**src/rtl/cig_pkg.sv**
```systemverilog
package cig_pkg;

    parameter int unsigned OPC_W = 8;
    parameter int unsigned VEC_W = 5;

    // Control bits; packed order gives write-data bit 3..0 = type, ts, em, mp
    typedef struct packed {
        logic et;
        logic ts;
        logic em;
        logic mp;
    } cr_bits_t;

    localparam int unsigned CR_W = $bits(cr_bits_t);

    // State of the control-bit register file
    typedef struct packed {
        cr_bits_t cr;
        logic     pv;
    } cr_state_t;

    // Combinational decision for one cycle
    typedef struct packed {
        logic             disp;
        logic             wdone;
        logic             exc;
        logic [VEC_W-1:0] vec;
        logic             hold;
    } verdict_t;

    // Registered gate outputs plus the WAIT hold flag
    typedef struct packed {
        logic             waiting;
        logic             disp;
        logic [OPC_W-1:0] opc;
        logic             wdone;
        logic             exc;
        logic [VEC_W-1:0] vec;
    } gate_st_t;

endpackage

```
**src/rtl/cig_cr_file.sv**
```systemverilog
module cig_cr_file
    import cig_pkg::*;
(
    input  logic     clk,
    input  logic     rst_i,
    input  logic     err_n_i,
    input  logic     wr_i,
    input  logic     cpl0_i,
    input  cr_bits_t wdata_i,
    input  logic     task_sw_i,
    input  logic     clr_ts_i,
    output cr_bits_t cr_o,
    output logic     pv_o
);

    cr_state_t st_d, st_q;

    always_comb begin
        st_d    = st_q;
        st_d.pv = (wr_i || clr_ts_i) && !cpl0_i;
        if (wr_i && cpl0_i) begin
            st_d.cr = wdata_i;
        end
        if (clr_ts_i && cpl0_i) begin
            st_d.cr.ts = 1'b0;
        end
        // task switch is applied last so it wins over a clear
        if (task_sw_i) begin
            st_d.cr.ts = 1'b1;
        end
        if (rst_i) begin
            st_d       = '0;
            st_d.cr.et = !err_n_i;
        end
    end

    always_ff @(posedge clk) begin
        st_q <= st_d;
    end

    assign cr_o = st_q.cr;
    assign pv_o = st_q.pv;


    ts_set_chk: assert property (@(posedge clk) disable iff (rst_i)
        task_sw_i |=> cr_o.ts);


    refused_wr_chk: assert property (@(posedge clk) disable iff (rst_i)
        ((wr_i || clr_ts_i) && !cpl0_i) |=>
            (pv_o && $stable(cr_o.em) && $stable(cr_o.mp) && $stable(cr_o.et)));


    pv_pulse_chk: assert property (@(posedge clk) disable iff (rst_i)
        (pv_o && !$past(wr_i || clr_ts_i)) |-> 1'b0);


    wr_load_chk: assert property (@(posedge clk) disable iff (rst_i)
        (wr_i && cpl0_i) |=> (cr_o.em == $past(wdata_i.em) && cr_o.mp == $past(wdata_i.mp)
                              && cr_o.et == $past(wdata_i.et)));

endmodule

```
**src/rtl/cig_classify.sv**
```systemverilog
module cig_classify
    import cig_pkg::*;
#(
    parameter int unsigned          ESC_W   = 5,
    parameter logic [ESC_W-1:0]     ESC_PAT = 5'b11011,
    parameter int unsigned          NM_VEC  = 7,
    parameter int unsigned          ERR_VEC = 16
) (
    input  logic             accept_i,
    input  logic             waiting_i,
    input  logic             valid_i,
    input  logic             is_wait_i,
    input  logic [ESC_W-1:0] prefix_i,
    input  logic             err_chk_i,
    input  logic             busy_n_i,
    input  logic             err_n_i,
    input  cr_bits_t         cr_i,
    output verdict_t         verdict_o
);

    localparam logic [VEC_W-1:0] NM_V  = NM_VEC[VEC_W-1:0];
    localparam logic [VEC_W-1:0] ERR_V = ERR_VEC[VEC_W-1:0];

    logic take;
    logic is_esc;

    assign take   = accept_i && valid_i;
    assign is_esc = !is_wait_i && (prefix_i == ESC_PAT);

    always_comb begin
        verdict_o = '0;
        if (waiting_i) begin
            // held WAIT: sample error only once busy has dropped
            verdict_o.hold = !busy_n_i;
            if (busy_n_i) begin
                if (!err_n_i) begin
                    verdict_o.exc = 1'b1;
                    verdict_o.vec = ERR_V;
                end else begin
                    verdict_o.wdone = 1'b1;
                end
            end
        end else if (take && is_wait_i) begin
            if (cr_i.mp && cr_i.ts) begin
                verdict_o.exc = 1'b1;
                verdict_o.vec = NM_V;
            end else if (!busy_n_i) begin
                verdict_o.hold = 1'b1;
            end else if (!err_n_i) begin
                verdict_o.exc = 1'b1;
                verdict_o.vec = ERR_V;
            end else begin
                verdict_o.wdone = 1'b1;
            end
        end else if (take && is_esc) begin
            if (cr_i.em || cr_i.ts) begin
                verdict_o.exc = 1'b1;
                verdict_o.vec = NM_V;
            end else if (err_chk_i && !err_n_i) begin
                verdict_o.exc = 1'b1;
                verdict_o.vec = ERR_V;
            end else begin
                verdict_o.disp = 1'b1;
            end
        end
    end


    one_outcome_chk: assert final ($countones({verdict_o.disp, verdict_o.wdone,
                                                verdict_o.exc, verdict_o.hold}) <= 1);

endmodule

```
**src/rtl/cop_issue_gate.sv**
```systemverilog
module cop_issue_gate
    import cig_pkg::*;
#(
    parameter int unsigned          ESC_W   = 5,
    parameter logic [ESC_W-1:0]     ESC_PAT = 5'b11011,
    parameter int unsigned          NM_VEC  = 7,
    parameter int unsigned          ERR_VEC = 16
) (
    input  logic             clk,
    input  logic             rst_i,
    input  logic             insn_valid_i,
    input  logic [OPC_W-1:0] opcode_i,
    input  logic             is_wait_i,
    input  logic             err_chk_i,
    input  logic             busy_n_i,
    input  logic             err_n_i,
    input  logic             task_sw_i,
    input  logic             clr_ts_i,
    input  logic             cpl0_i,
    input  logic             cr_wr_i,
    input  logic [CR_W-1:0]  cr_wdata_i,
    output logic             dispatch_o,
    output logic [OPC_W-1:0] disp_opc_o,
    output logic             wait_done_o,
    output logic             stall_o,
    output logic             exc_valid_o,
    output logic [VEC_W-1:0] exc_vec_o,
    output logic             prot_viol_o,
    output logic             em_o,
    output logic             mp_o,
    output logic             ts_o,
    output logic             et_o
);

    gate_st_t st_d, st_q;
    cr_bits_t cr;
    verdict_t verdict;
    logic     accept;

    // no new instruction while a trap is signalled or a WAIT is held
    assign accept = !st_q.waiting && !st_q.exc;

    cig_cr_file u_cr (
        .clk       (clk),
        .rst_i     (rst_i),
        .err_n_i   (err_n_i),
        .wr_i      (cr_wr_i),
        .cpl0_i    (cpl0_i),
        .wdata_i   (cr_bits_t'(cr_wdata_i)),
        .task_sw_i (task_sw_i),
        .clr_ts_i  (clr_ts_i),
        .cr_o      (cr),
        .pv_o      (prot_viol_o)
    );

    cig_classify #(
        .ESC_W   (ESC_W),
        .ESC_PAT (ESC_PAT),
        .NM_VEC  (NM_VEC),
        .ERR_VEC (ERR_VEC)
    ) u_cls (
        .accept_i  (accept),
        .waiting_i (st_q.waiting),
        .valid_i   (insn_valid_i),
        .is_wait_i (is_wait_i),
        .prefix_i  (opcode_i[OPC_W-1 -: ESC_W]),
        .err_chk_i (err_chk_i),
        .busy_n_i  (busy_n_i),
        .err_n_i   (err_n_i),
        .cr_i      (cr),
        .verdict_o (verdict)
    );

    always_comb begin
        st_d         = '0;
        st_d.waiting = verdict.hold;
        st_d.disp    = verdict.disp;
        st_d.opc     = verdict.disp ? opcode_i : '0;
        st_d.wdone   = verdict.wdone;
        st_d.exc     = verdict.exc;
        st_d.vec     = verdict.vec;
        if (rst_i) begin
            st_d = '0;
        end
    end

    always_ff @(posedge clk) begin
        st_q <= st_d;
    end

    assign dispatch_o  = st_q.disp;
    assign disp_opc_o  = st_q.opc;
    assign wait_done_o = st_q.wdone;
    assign stall_o     = st_q.waiting;
    assign exc_valid_o = st_q.exc;
    assign exc_vec_o   = st_q.vec;
    assign em_o        = cr.em;
    assign mp_o        = cr.mp;
    assign ts_o        = cr.ts;
    assign et_o        = cr.et;


    exc_pulse_chk: assert property (@(posedge clk) disable iff (rst_i)
        exc_valid_o |=> !exc_valid_o);


    exc_vec_chk: assert property (@(posedge clk) disable iff (rst_i)
        exc_valid_o |-> (exc_vec_o == NM_VEC[VEC_W-1:0] || exc_vec_o == ERR_VEC[VEC_W-1:0]));


    no_disp_on_trap_chk: assert property (@(posedge clk) disable iff (rst_i)
        !(exc_valid_o && (dispatch_o || wait_done_o)));


    stall_exit_chk: assert property (@(posedge clk) disable iff (rst_i)
        $fell(stall_o) |-> (wait_done_o || exc_valid_o));


    stall_busy_chk: assert property (@(posedge clk) disable iff (rst_i)
        (stall_o && !busy_n_i) |=> stall_o);


    em_trap_chk: assert property (@(posedge clk) disable iff (rst_i)
        (accept && insn_valid_i && !is_wait_i && opcode_i[OPC_W-1 -: ESC_W] == ESC_PAT && em_o)
            |=> (exc_valid_o && exc_vec_o == NM_VEC[VEC_W-1:0]));

endmodule

```
**config.mk**
```make
export PLATFORM = sky130hd
export DESIGN_NAME = cop_issue_gate
export DESIGN_NICKNAME = d
export VERILOG_FILES = /design/src/rtl/cig_pkg.sv /design/src/rtl/cig_cr_file.sv /design/src/rtl/cig_classify.sv /design/src/rtl/cop_issue_gate.sv
export SDC_FILE = /design/constraint.sdc
export NUM_CORES = 1
export LEC_CHECK = 0
export BUFFER_PORTS_ARGS = -buffer_cell sky130_fd_sc_hd__clkbuf_2
export CAP_MARGIN = 15
export CORE_MARGIN = 2
export CORE_UTILIZATION = 32
export DETAILED_ROUTE_END_ITERATION = 8
export PLACE_DENSITY = 0.61
export SETUP_SLACK_MARGIN = 0.4
export SYNTH_ARGS = -nofsm -noshare
export SYNTH_HDL_FRONTEND = slang
export SYNTH_SLANG_ARGS = --single-unit
export TNS_END_PERCENT = 50
```
**constraint.sdc**
```tcl
create_clock -name clk -period 2.6 [get_ports clk]
set_input_delay 0.39 -clock clk [delete_from_list [all_inputs] [get_ports clk]]
set_output_delay 0.39 -clock clk [all_outputs]
set_load 0.03 [all_outputs]
```
* After elaboration in Yosys (flattened, before gate mapping)
Index checks and enable logic that the tools add are counted.
** Word-level totals
- Register bits after elaboration :: 22
- Bits of input ports :: 23
** Operators by class
- Equality and inequality tests :: 1
- Multiplexer cells :: 23
- Bitwise operators :: 1
- Reductions and logical operators :: 21
** Operators by type and width (count)
- 6-bit 2-to-1 mux :: 6
- 1-bit 2-to-1 mux :: 13
- 1-bit logical AND :: 10
- 8-bit 2-to-1 mux :: 1
- 7-bit 2-to-1 mux :: 1
- 1-bit logical NOT :: 6
- 5-bit == test, second input constant :: 1
- 5-bit 2-to-1 mux :: 1
- 4-bit 2-to-1 mux :: 1
- 3-bit nonzero test :: 1
- 1-bit logical OR :: 2
- 2-bit nonzero test :: 1
- 2-bit OR reduction :: 1
- 1-bit NOT :: 1

* Logic depth before layout (Yosys ltp)
Gate-level depths: netlist (run 1).
- Depth in word-level cells :: 9
- Gate-level depth with buffers :: 5
- Gate-level depth less buffers :: 4

* Modules after synthesis
From an unflattened synthesis (run 1), not the netlist that was laid out.
** Unflattened totals
- Cells, all modules :: 86
- Area, all modules :: 879.6 um2
** Modules (own cells, without submodules)
- cop_issue_gate :: times used 1, cells each 36, area an instance 481.7 um2, seq. area each 340.3 um2
- cig_classify :: times used 1, cells each 28, area an instance 200.2 um2, seq. area each 0.0 um2
- cig_cr_file :: times used 1, cells each 22, area an instance 197.7 um2, seq. area each 110.1 um2

* Worst setup path after synthesis (run 1)
No wires, ideal clock.
- Kind :: register to register
- From :: reg u_cr.st_q, in the netlist u_cr.cr_o[2]
- To :: reg st_q, in the netlist exc_valid_o
- Setup time :: 0.132 ns
- Data arrival time :: 1.221 ns
- Slack :: 1.247 ns
- Cell stages (with the launch flop) :: 5
- Period minus slack after synthesis :: 1.353 ns
- Path through :: dfxtp_1 > or2_1 > o21bai_4 > a221oi_1 > nor3b_1
** Between the ends
- Word-level cells in the longest chain between the ends :: 5
** Ends and longest elaborated chain
- start, declared :: line cig_cr_file.sv:16 : cr_state_t st_d, st_q;
- start signal, assigned :: line cig_cr_file.sv:38 : st_q <= st_d;
- 1-bit logical OR :: line cig_classify.sv:56 : if (cr_i.em || cr_i.ts) begin
- 6-bit 2-to-1 mux :: line cig_classify.sv:56
- 6-bit 2-to-1 mux :: line cig_classify.sv:55 : end else if (take && is_esc) begin
- 6-bit 2-to-1 mux * :: line cig_classify.sv:43 : end else if (take && is_wait_i) begin
- 8-bit 2-to-1 mux * :: line cig_classify.sv:32 : if (waiting_i) begin
- end signal, assigned :: line cop_issue_gate.sv:88 : st_q <= st_d;
- end, declared :: line cop_issue_gate.sv:35 : gate_st_t st_d, st_q;
Mark *: on every way between the ends. The rest lies on a longest branch, timed or not.
A chain may end at the register's enable or synchronous reset.

* Worst setup path in the final report (run 1)
- From :: reg st_q, in the netlist stall_o
- To :: out stall_o
** RTL lines
- end, declared :: line cop_issue_gate.sv:25 : output logic stall_o,
No word-level cell between the ends.

==> flow_summary.toml, run 1 <==
[run_status]
status = "completed"

[logic_synthesis]
synthesis.instances = 76
synth_simple_gate_area_share_pct = 30.29
synth_cell_types = 30
synth_fa_ha_area_share_pct = 0
synth_top_family_by_area = "simple AND/OR/NAND/NOR gates"
synth_mux_area_share_pct = 2.606
async_flop_share_pct = 0
synth_area_per_cell_um2 = 10.11
synth-xor-area-share_pct = 0
synthFlopType = "dfxtp_1"
synth-compound-area-share_pct = 9.935
yosys_warnings = 0
synth_most_common_cell = "dfxtp_1"
netlist_top_cells_count = "dfxtp_1 (18), nor3_1 (8), nand2_1 (7), and2_1 (4)"
synth_edf_count = 1
yosys-top-cells-area = "dfxtp_1 (47%), nor3_1 (5.2%), edfxtp_1 (3.9%)"
synth-seq-cells = 19
ys_seq_area_share_pct = 50.81
synth_area_um2 = 768.2
synth_top_area_share_pct = 46.91
yosysTopAreaCell = "dfxtp_1"

[pwr]
finalPower_mw = 0.5305
power_frac_clock_pct = 26.8
leakagePower_nw = 0.4773
power_switching_mw = 0.1399
pwr-share-seq_pct = 57.8
intPower_mw = 0.3906
power_density_nw_per_um2 = 524.1
swShare_pct = 26.37
comb_power_share_pct = 15.5
vdd_drop_max_v = 0.0002733

[floorplanning]
die_h_um = 53.00
start_util_pct = 34.40
core-area_um2 = 2233
die_area_um2 = 2808
floorplan.die.width_um = 53.00
fp-row-count = 17
boundaryPins = 45

[final_layout]
nNetsFinal = 143
design_area_um2 = 1012
drive_gt1_share_pct = 43.70
final_util_pct = 45.32
nFillCells = 233
regArea_um2 = 390.4
diodes = 0
multi_input_area_um2 = 336.6
syn_to_final_growth_pct = 31.76
fin_cells = 147

[setup_path]
critical_path.startpoint_type = "register"
endpoint_kind = "output pin"
path_buf_inv = 1
r2r_slack_ns = 1.27
crit_path_top_delay_cell = "dfxtp_1"
crit_fanout = 5
worstPathRequired_ns = 2.21
ff2ff_path_depth = 4
timing.rr.end = "exc_vec_o[4]"
arrival_ns = 0.95
cpPeakStageDelay_ns = 0.42
worst-setup-path-type = "register to output pin"
worstPathCellList = "clkbuf_2"
crit_family = "flip-flops"
r2r_start = "exc_valid_o"

[drt]
wl_per_cell_um = 10.71
vias = 672
drtIter0Drc = 1
drt_wl_total_mm = 1.575
drc = 0
viasPerCell = 4.571
dr.pass1.iters = 2
ant_nets = 0

[timing]
timing.setup.tns_ns = 0
slew_viol_final = 0
max_freq_ghz = 0.7473
rsz0062_at_grt = "false"
post-route-period-util_pct = 51.47
finalHoldViolCount = 0
fin_ws_ns = 1.262
setup_violations = 0
fin_crit_ns = 1.338
fin_skew_ns = 0.001986
hold_ws_ns = 0.2817

[placement]
portBuffers = 43
place_area_um2 = 984.7
dp_cells = 143
place_congestion = 0.6994
post-place-ws_ns = 1.108
dp_hpwl_mm = 1.264

[clocking]
hold_buffers = 0
insertion_delay_ns = 0.29
cts_made_buffers = 3
clockBufferDepth = 2
cts_tree = "built"
clk_pin_slew_ns = 0.10
root_buffer = "clkbuf_4"
cts_resized = 0
post_cts_buffers = 0
cts_htree_levels = 1
numClockSinks = 19

[worst_hold_path]
whs_endpoint = "stall_o"
min_path_cells = 2
hold_path.class = "input pin to register"
holdCritStartpoint = "busy_n_i"

[run]
maxCapViolCount = 0

[grt]
grt_util_all_layers_pct = 13.23
grt_first_pass_wirelength_mm = 2.608
first_global_vias = 596
grt_antenna_before_repair = 0
grt_max_degree = 12
grt_overflow_total = 0
-- power groups by stage --
stage	Clock (mW)	Sequential [mW]	Combinational, mW
after global placement	0	0.313	0.0811
after floorplan	0	0.329	0.0356
after detailed placement	0	0.313	0.0822
after global routing	0.165	0.308	0.0899
final	0.142	0.306	0.0820
after CTS	0.150	0.307	0.0828
-- worst max-delay path by stage --
stage                 startpoint             to  slack (ns)  cells after the start
global route         exc_valid_o   exc_vec_o[4]        1.17                      4
finish                   stall_o        stall_o        1.26                      1
floorplan           u_cr.cr_o[2]    exc_valid_o        1.25                      4
detailed placement         rst_i  disp_opc_o[2]        1.11                      4
CTS                      stall_o        stall_o        1.24                      1
global placement           rst_i  disp_opc_o[1]        1.15                      4
-- cell families (layout without fill, tap and decap cells) --
family,after synthesis,after routing
and+or+nand+nor,37,37
muxes,2,2
AOI/OAI and AO/OA,10,10
other,1,2
DFF,19,19
buffers and inverters,7,49
-- flip-flops by register name (all words and copies together) (netlist names) --
signal	count
stall_o	1
disp_opc_o	8
wait_done_o	1
dispatch_o	1
u_cr.cr_o	4
u_cr.pv_o	1
exc_vec_o	2
exc_valid_o	1
-- placed cells by master, fill, tap and decap left out --
cell type,n
nor3_4,1
nor3b_1,2
and4bb_1,1
a21o_1,1
inv_1,2
a221oi_1,1
nand4b_1,1
nand3_2,1
a211oi_1,1
nor2_1,2
nand3_1,3
or3_1,1
a21oi_1,3
a41oi_1,1
or2_1,1
nor3_1,8
edfxtp_1,1
nor3b_2,1
conb_1,2
clkbuf_2,43
nor4_2,1
nand2b_1,3
clkinv_2,1
o21ai_0,2
dfxtp_1,18
and2_1,4
o21bai_4,1
nand2_1,7
clkbuf_4,3
mux2i_1,2
-- final cells by class --
class                   instances  area share, %
clock inverters                 1         0.4944
inverters                       2         0.7417
well taps                      28          3.461
multi-input cells              51          33.25
repair buffers                 43          21.26
clock buffers                   3          2.225
flip-flops and latches         19          38.57
-- per-layer routing --
layer	track usage (%)	wire length (um)
met1	14.26	654
met2	22.29	722
met3	6.215	180
met4	5.128	18
met5	0	0
Power figures use the tool's default switching activity.
==> run 2, diff against run 1 <==
clock period = 1.3 ns   (was 2.6 ns; I/O delays follow)
==> run 2 against run 1 <==
  * Die area did not move
  * Non-clock buffer count rose by 11
  * Combinational power rose to 2.8 times the previous value
  * Critical endpoint is now disp_opc_o[2]
  * First-iteration DRC count rose to 7.0 times the previous value
  * Global-route usage fell by 0.24 points
  * Utilization rose by 9.2 points
  * Sequential power rose by 99%
  * Critical path depth rose by 3
  * Final cell count rose by 7.5%
  * Clock power rose by 100%
  * Count of clock-buffer cells in the layout rose by 1
  * Register-to-register slack got worse by 1.2 ns
==> flow_summary.toml, run 2 (synthesis gave the netlist of run 1 again) <==
[floorplanning]
fp-row-count = 17
die_area_um2 = 2808
floorplan.die.width_um = 53.00
die_h_um = 53.00
boundaryPins = 45
core-area_um2 = 2233
start_util_pct = 34.40

[drt]
viasPerCell = 4.601
dr.pass1.iters = 4
ant_nets = 0
drc = 0
vias = 727
wl_per_cell_um = 11.25
drt_wl_total_mm = 1.777
drtIter0Drc = 7

[timing]
fin_skew_ns = 0.004481
finalHoldViolCount = 0
max_freq_ghz = 0.8203
fin_crit_ns = 1.219
slew_viol_final = 0
rsz0062_at_grt = "true"
hold_ws_ns = 0.08643
post-route-period-util_pct = 93.77
setup_violations = 0

[grt]
grt_max_degree = 11
grt_antenna_before_repair = 0
grt_overflow_total = 0
grt_util_all_layers_pct = 13.00
grt_first_pass_wirelength_mm = 2.649
first_global_vias = 632

[clocking]
clk_pin_slew_ns = 0.10
root_buffer = "clkbuf_4"
cts_tree = "built"
hold_buffers = 0
insertion_delay_ns = 0.29
clockBufferDepth = 2
cts_made_buffers = 3
numClockSinks = 19
cts_htree_levels = 1

[setup_path]
worstPathCellList = "nand2b_4 > or3_4 > nor3_4 > and2_1"
crit_family = "simple AND/OR/NAND/NOR gates"
crit_path_top_delay_cell = "or3_4"
path_buf_inv = 0
cpPeakStageDelay_ns = 0.38
worstPathRequired_ns = 1.54
worst-setup-path-type = "register to register"
critical_path.startpoint_type = "register"
arrival_ns = 1.46
crit_fanout = 7
endpoint_kind = "register"

[pwr]
power_switching_mw = 0.2982
swShare_pct = 26.38
intPower_mw = 0.8322
comb_power_share_pct = 20.4
vdd_drop_max_v = 0.0006109
pwr-share-seq_pct = 53.9
power_density_nw_per_um2 = 928.5
leakagePower_nw = 0.5593
power_frac_clock_pct = 25.8

[final_layout]
layout_common_cells = "clkbuf_2 (36), dfxtp_1 (12), buf_4 (8), nand2_1 (7), nor3_1 (7)"
largest_register_ffs = 8
diodes = 0
syn_to_final_growth_pct = 58.47
final_util_pct = 54.51
drive_gt1_share_pct = 57.69
layout_commonest_cell = "clkbuf_2"
nNetsFinal = 154

[worst_hold_path]
hold_path.class = "input pin to register"

[placement]
place_congestion = 0.7185
dp_hpwl_mm = 1.326
portBuffers = 43

[run]
maxCapViolCount = 0

[run_status]
status = "completed"
run 2: what timing repair did:
item / 4_1_cts / 5_1_grt
resized for setup: 17 / 12
buffers inserted: 6 / 2
pin swaps: 5 / 5
endpoints found under the setup margin: 34 / 35
run 2: final cells by class:
| cell class | instances | area, um2 |
|---|---|---|
| Inverter | 2 | 7.507 |
| Timing Repair Buffer | 54 | 371.6 |
| Multi-Input combinational cell | 51 | 374.1 |
| Sequential cell | 19 | 402.9 |
| Clock buffer | 4 | 26.28 |
| Tap cell | 28 | 35.03 |
| Fill cell | 222 | 1016 |
run 2: through the flow:
step / worst slack, ns / instance area (um2) / instances / TNS [ns] / power (mW)
finish: 0.08096 / 1217 / 158 / 0 / 1.130
CTS: 0.07115 / 1169 / 156 / 0 / 1.131
floorplan: 0.04210 / 795.8 / 77 / 0 / 0.7316
global route: 0.02626 / 1217 / 158 / 0 / 1.183
detailed placement: -0.01463 / 1031 / 146 / -0.03289 / 0.8023
global placement: 0.03049 / 1031 / 146 / 0 / 0.7993
run 2: worst reg2reg max path, stage by stage, from the launching register on:
cell	delay, ns
dfxtp_4	0.35
nand2b_4	0.14
or3_4	0.38
nor3_4	0.16
and2_1	0.14
run 2: path summary, 6_finish.rpt:
path | startpoint | end | slack, ns | cells past startpoint
setup / recovery | exc_valid_o | disp_opc_o[2] | 0.08 | 4
hold / removal | busy_n_i | stall_o | 0.09 | 2
setup reg to reg | exc_valid_o | disp_opc_o[2] | 0.08 | 4
hold reg to reg | u_cr.cr_o[0] | u_cr.cr_o[0] | 0.49 | 2
run 2: power groups by stage:
| stage | combinational [mW] | clock (mW) | sequential (mW) |
|---|---|---|---|
| after floorplan | 0.0748 | 0 | 0.657 |
| after global placement | 0.176 | 0 | 0.623 |
| after detailed placement | 0.178 | 0 | 0.624 |
| after CTS | 0.215 | 0.308 | 0.609 |
| after global routing | 0.249 | 0.323 | 0.611 |
| final | 0.230 | 0.291 | 0.609 |
run 2: routing by layer:
| metal | vias to the layer above | share of wire [%] | routed length (um) | global-route usage, % |
|---|---|---|---|---|
| li1 | 370 | - | - | - |
| met1 | 322 | 40 | 706 | 14.78 |
| met2 | 33 | 51 | 907 | 22.50 |
| met3 | 2 | 8.3 | 147 | 3.107 |
| met4 | 0 | 0.90 | 16 | 6.410 |
| met5 | - | 0 | 0 | 0 |
==> run 3, diff against run 2 <==
clock period = 1.5 ns   (was 1.3 ns; I/O delays follow)
==> run 3 against run 2 <==
  * Worst hold slack improved by 0.035 ns
  * Largest power group unchanged
  * Sequential share of layout area up 2.7 points
  * Critical endpoint is now exc_valid_o
  * Via count is 1.1% lower
==> flow_summary.toml, run 3 (synthesis gave the netlist of run 1 again) <==
[run_status]
status = "completed"

[final_layout]
diodes = 0
syn_to_final_growth_pct = 45.76
largest_register_ffs = 8
regArea_um2 = 400.4
nNetsFinal = 150
layout_common_cells = "clkbuf_2 (42), dfxtp_1 (14), nand2_1 (7), buf_4 (7)"
final_util_pct = 50.14
multi_input_area_um2 = 375.4
layout_commonest_cell = "clkbuf_2"
nFillCells = 227
drive_gt1_share_pct = 55.56

[pwr]
power_switching_mw = 0.2525
comb_power_share_pct = 18.4
intPower_mw = 0.6970
finalPower_mw = 0.9495
power_frac_clock_pct = 25.9
leakagePower_nw = 0.5211
pwr-share-seq_pct = 55.8
vdd_drop_max_v = 0.0008594
swShare_pct = 26.59
power_density_nw_per_um2 = 847.9

[floorplanning]
boundaryPins = 45
fp-row-count = 17
core-area_um2 = 2233
start_util_pct = 34.40
die_h_um = 53.00
die_area_um2 = 2808
floorplan.die.width_um = 53.00

[clocking]
clk_pin_slew_ns = 0.10
cts_tree = "built"
insertion_delay_ns = 0.29
clockBufferDepth = 2
cts_htree_levels = 1
root_buffer = "clkbuf_4"
cts_made_buffers = 3
numClockSinks = 19

[placement]
place_congestion = 0.7016
portBuffers = 43
dp_hpwl_mm = 1.355

[timing]
slew_viol_final = 0
post-route-period-util_pct = 81.82
finalHoldViolCount = 0
setup_violations = 0
max_freq_ghz = 0.8148
timing.setup.tns_ns = 0
fin_skew_ns = 0.002230
hold_ws_ns = 0.1219
fin_crit_ns = 1.227
rsz0062_at_grt = "true"

[setup_path]
crit_path_top_delay_cell = "dfxtp_4"
worstPathCellList = "or2_1 > o21bai_4 > a221oi_2 > nor3b_1"
critical_path.startpoint_type = "register"
cpPeakStageDelay_ns = 0.36
arrival_ns = 1.41
crit_family = "compound AO/OA/AOI/OAI gates"
path_buf_inv = 0
path_depth = 4
crit_start = "u_cr.cr_o[2]"
crit_fanout = 4
worstPathRequired_ns = 1.68
ff2ff_path_depth = 4
endpoint_kind = "register"
worst-setup-path-type = "register to register"
r2r_start = "u_cr.cr_o[2]"

[drt]
wl_per_cell_um = 10.79
drtIter0Drc = 3
drc = 0
ant_nets = 0
drt_wl_total_mm = 1.662
dr.pass1.iters = 2
vias = 719
viasPerCell = 4.669

[run]
maxCapViolCount = 0

[grt]
grt_antenna_before_repair = 0
first_global_vias = 665
grt_max_degree = 12
grt_overflow_total = 0
grt_util_all_layers_pct = 13.78
grt_first_pass_wirelength_mm = 2.904

[worst_hold_path]
hold_path.class = "input pin to register"
holdCritStartpoint = "busy_n_i"
min_path_cells = 2
[run 3: changes by cell type in the layout (fill, tap and decap cells not counted), sizes merged]
cell    previous run  this run
buf               15         8
clkbuf            43        45
clkinv             0         1
[run 3: layout make-up]
| cell class | instances | area share (%) |
|---|---|---|
| clock buffers | 3 | 2.011 |
| clock inverters | 1 | 0.4469 |
| inverters | 2 | 0.6704 |
| multi-input cells | 51 | 33.52 |
| flip-flops and latches | 19 | 35.75 |
| well taps | 28 | 3.129 |
| repair buffers | 50 | 24.47 |
[run 3: power by group through the flow]
stage | clock, mW | combinational, mW | sequential [mW]
2_1_floorplan | 0 | 0.0649 | 0.569
3_5_place_dp | 0 | 0.150 | 0.542
3_3_place_gp | 0 | 0.147 | 0.542
4_1_cts | 0.257 | 0.171 | 0.530
5_1_grt | 0.278 | 0.192 | 0.531
6_report | 0.246 | 0.174 | 0.529
[run 3: timing repair]
item / 4_1_cts / 5_1_grt
hold buffers: 0 / 0
setup endpoints to repair: 17 / 19
gates resized for setup: 3 / 6
pin swaps: 1 / 1
buffers inserted: 6 / 0
[run 3: stage by stage]
step           cell area (um2)  cells  worst slack, ns
5_1_grt                   1120    154           0.2013
3_3_place_gp              1016    144           0.2328
4_1_cts                   1104    154           0.2718
3_5_place_dp              1016    144           0.1798
6_report                  1120    154           0.2728
2_1_floorplan            795.8     77           0.2421
[run 3: path summary, 6_finish.rpt]
kind | slack (ns) | endpoint
setup / recovery | 0.27 | exc_valid_o
hold / removal | 0.12 | stall_o
setup reg to reg | 0.27 | exc_valid_o
hold reg to reg | 0.49 | u_cr.cr_o[1]
[run 3: layer usage]
layer | up-vias | share of wire [%] | GRT usage [%]
li1 | 366 | - | -
met1 | 320 | 37 | 15.68
met2 | 33 | 52 | 25.00
met3 | 0 | 11 | 5.367
met4 | 0 | 0 | 1.282
met5 | - | 0 | 0
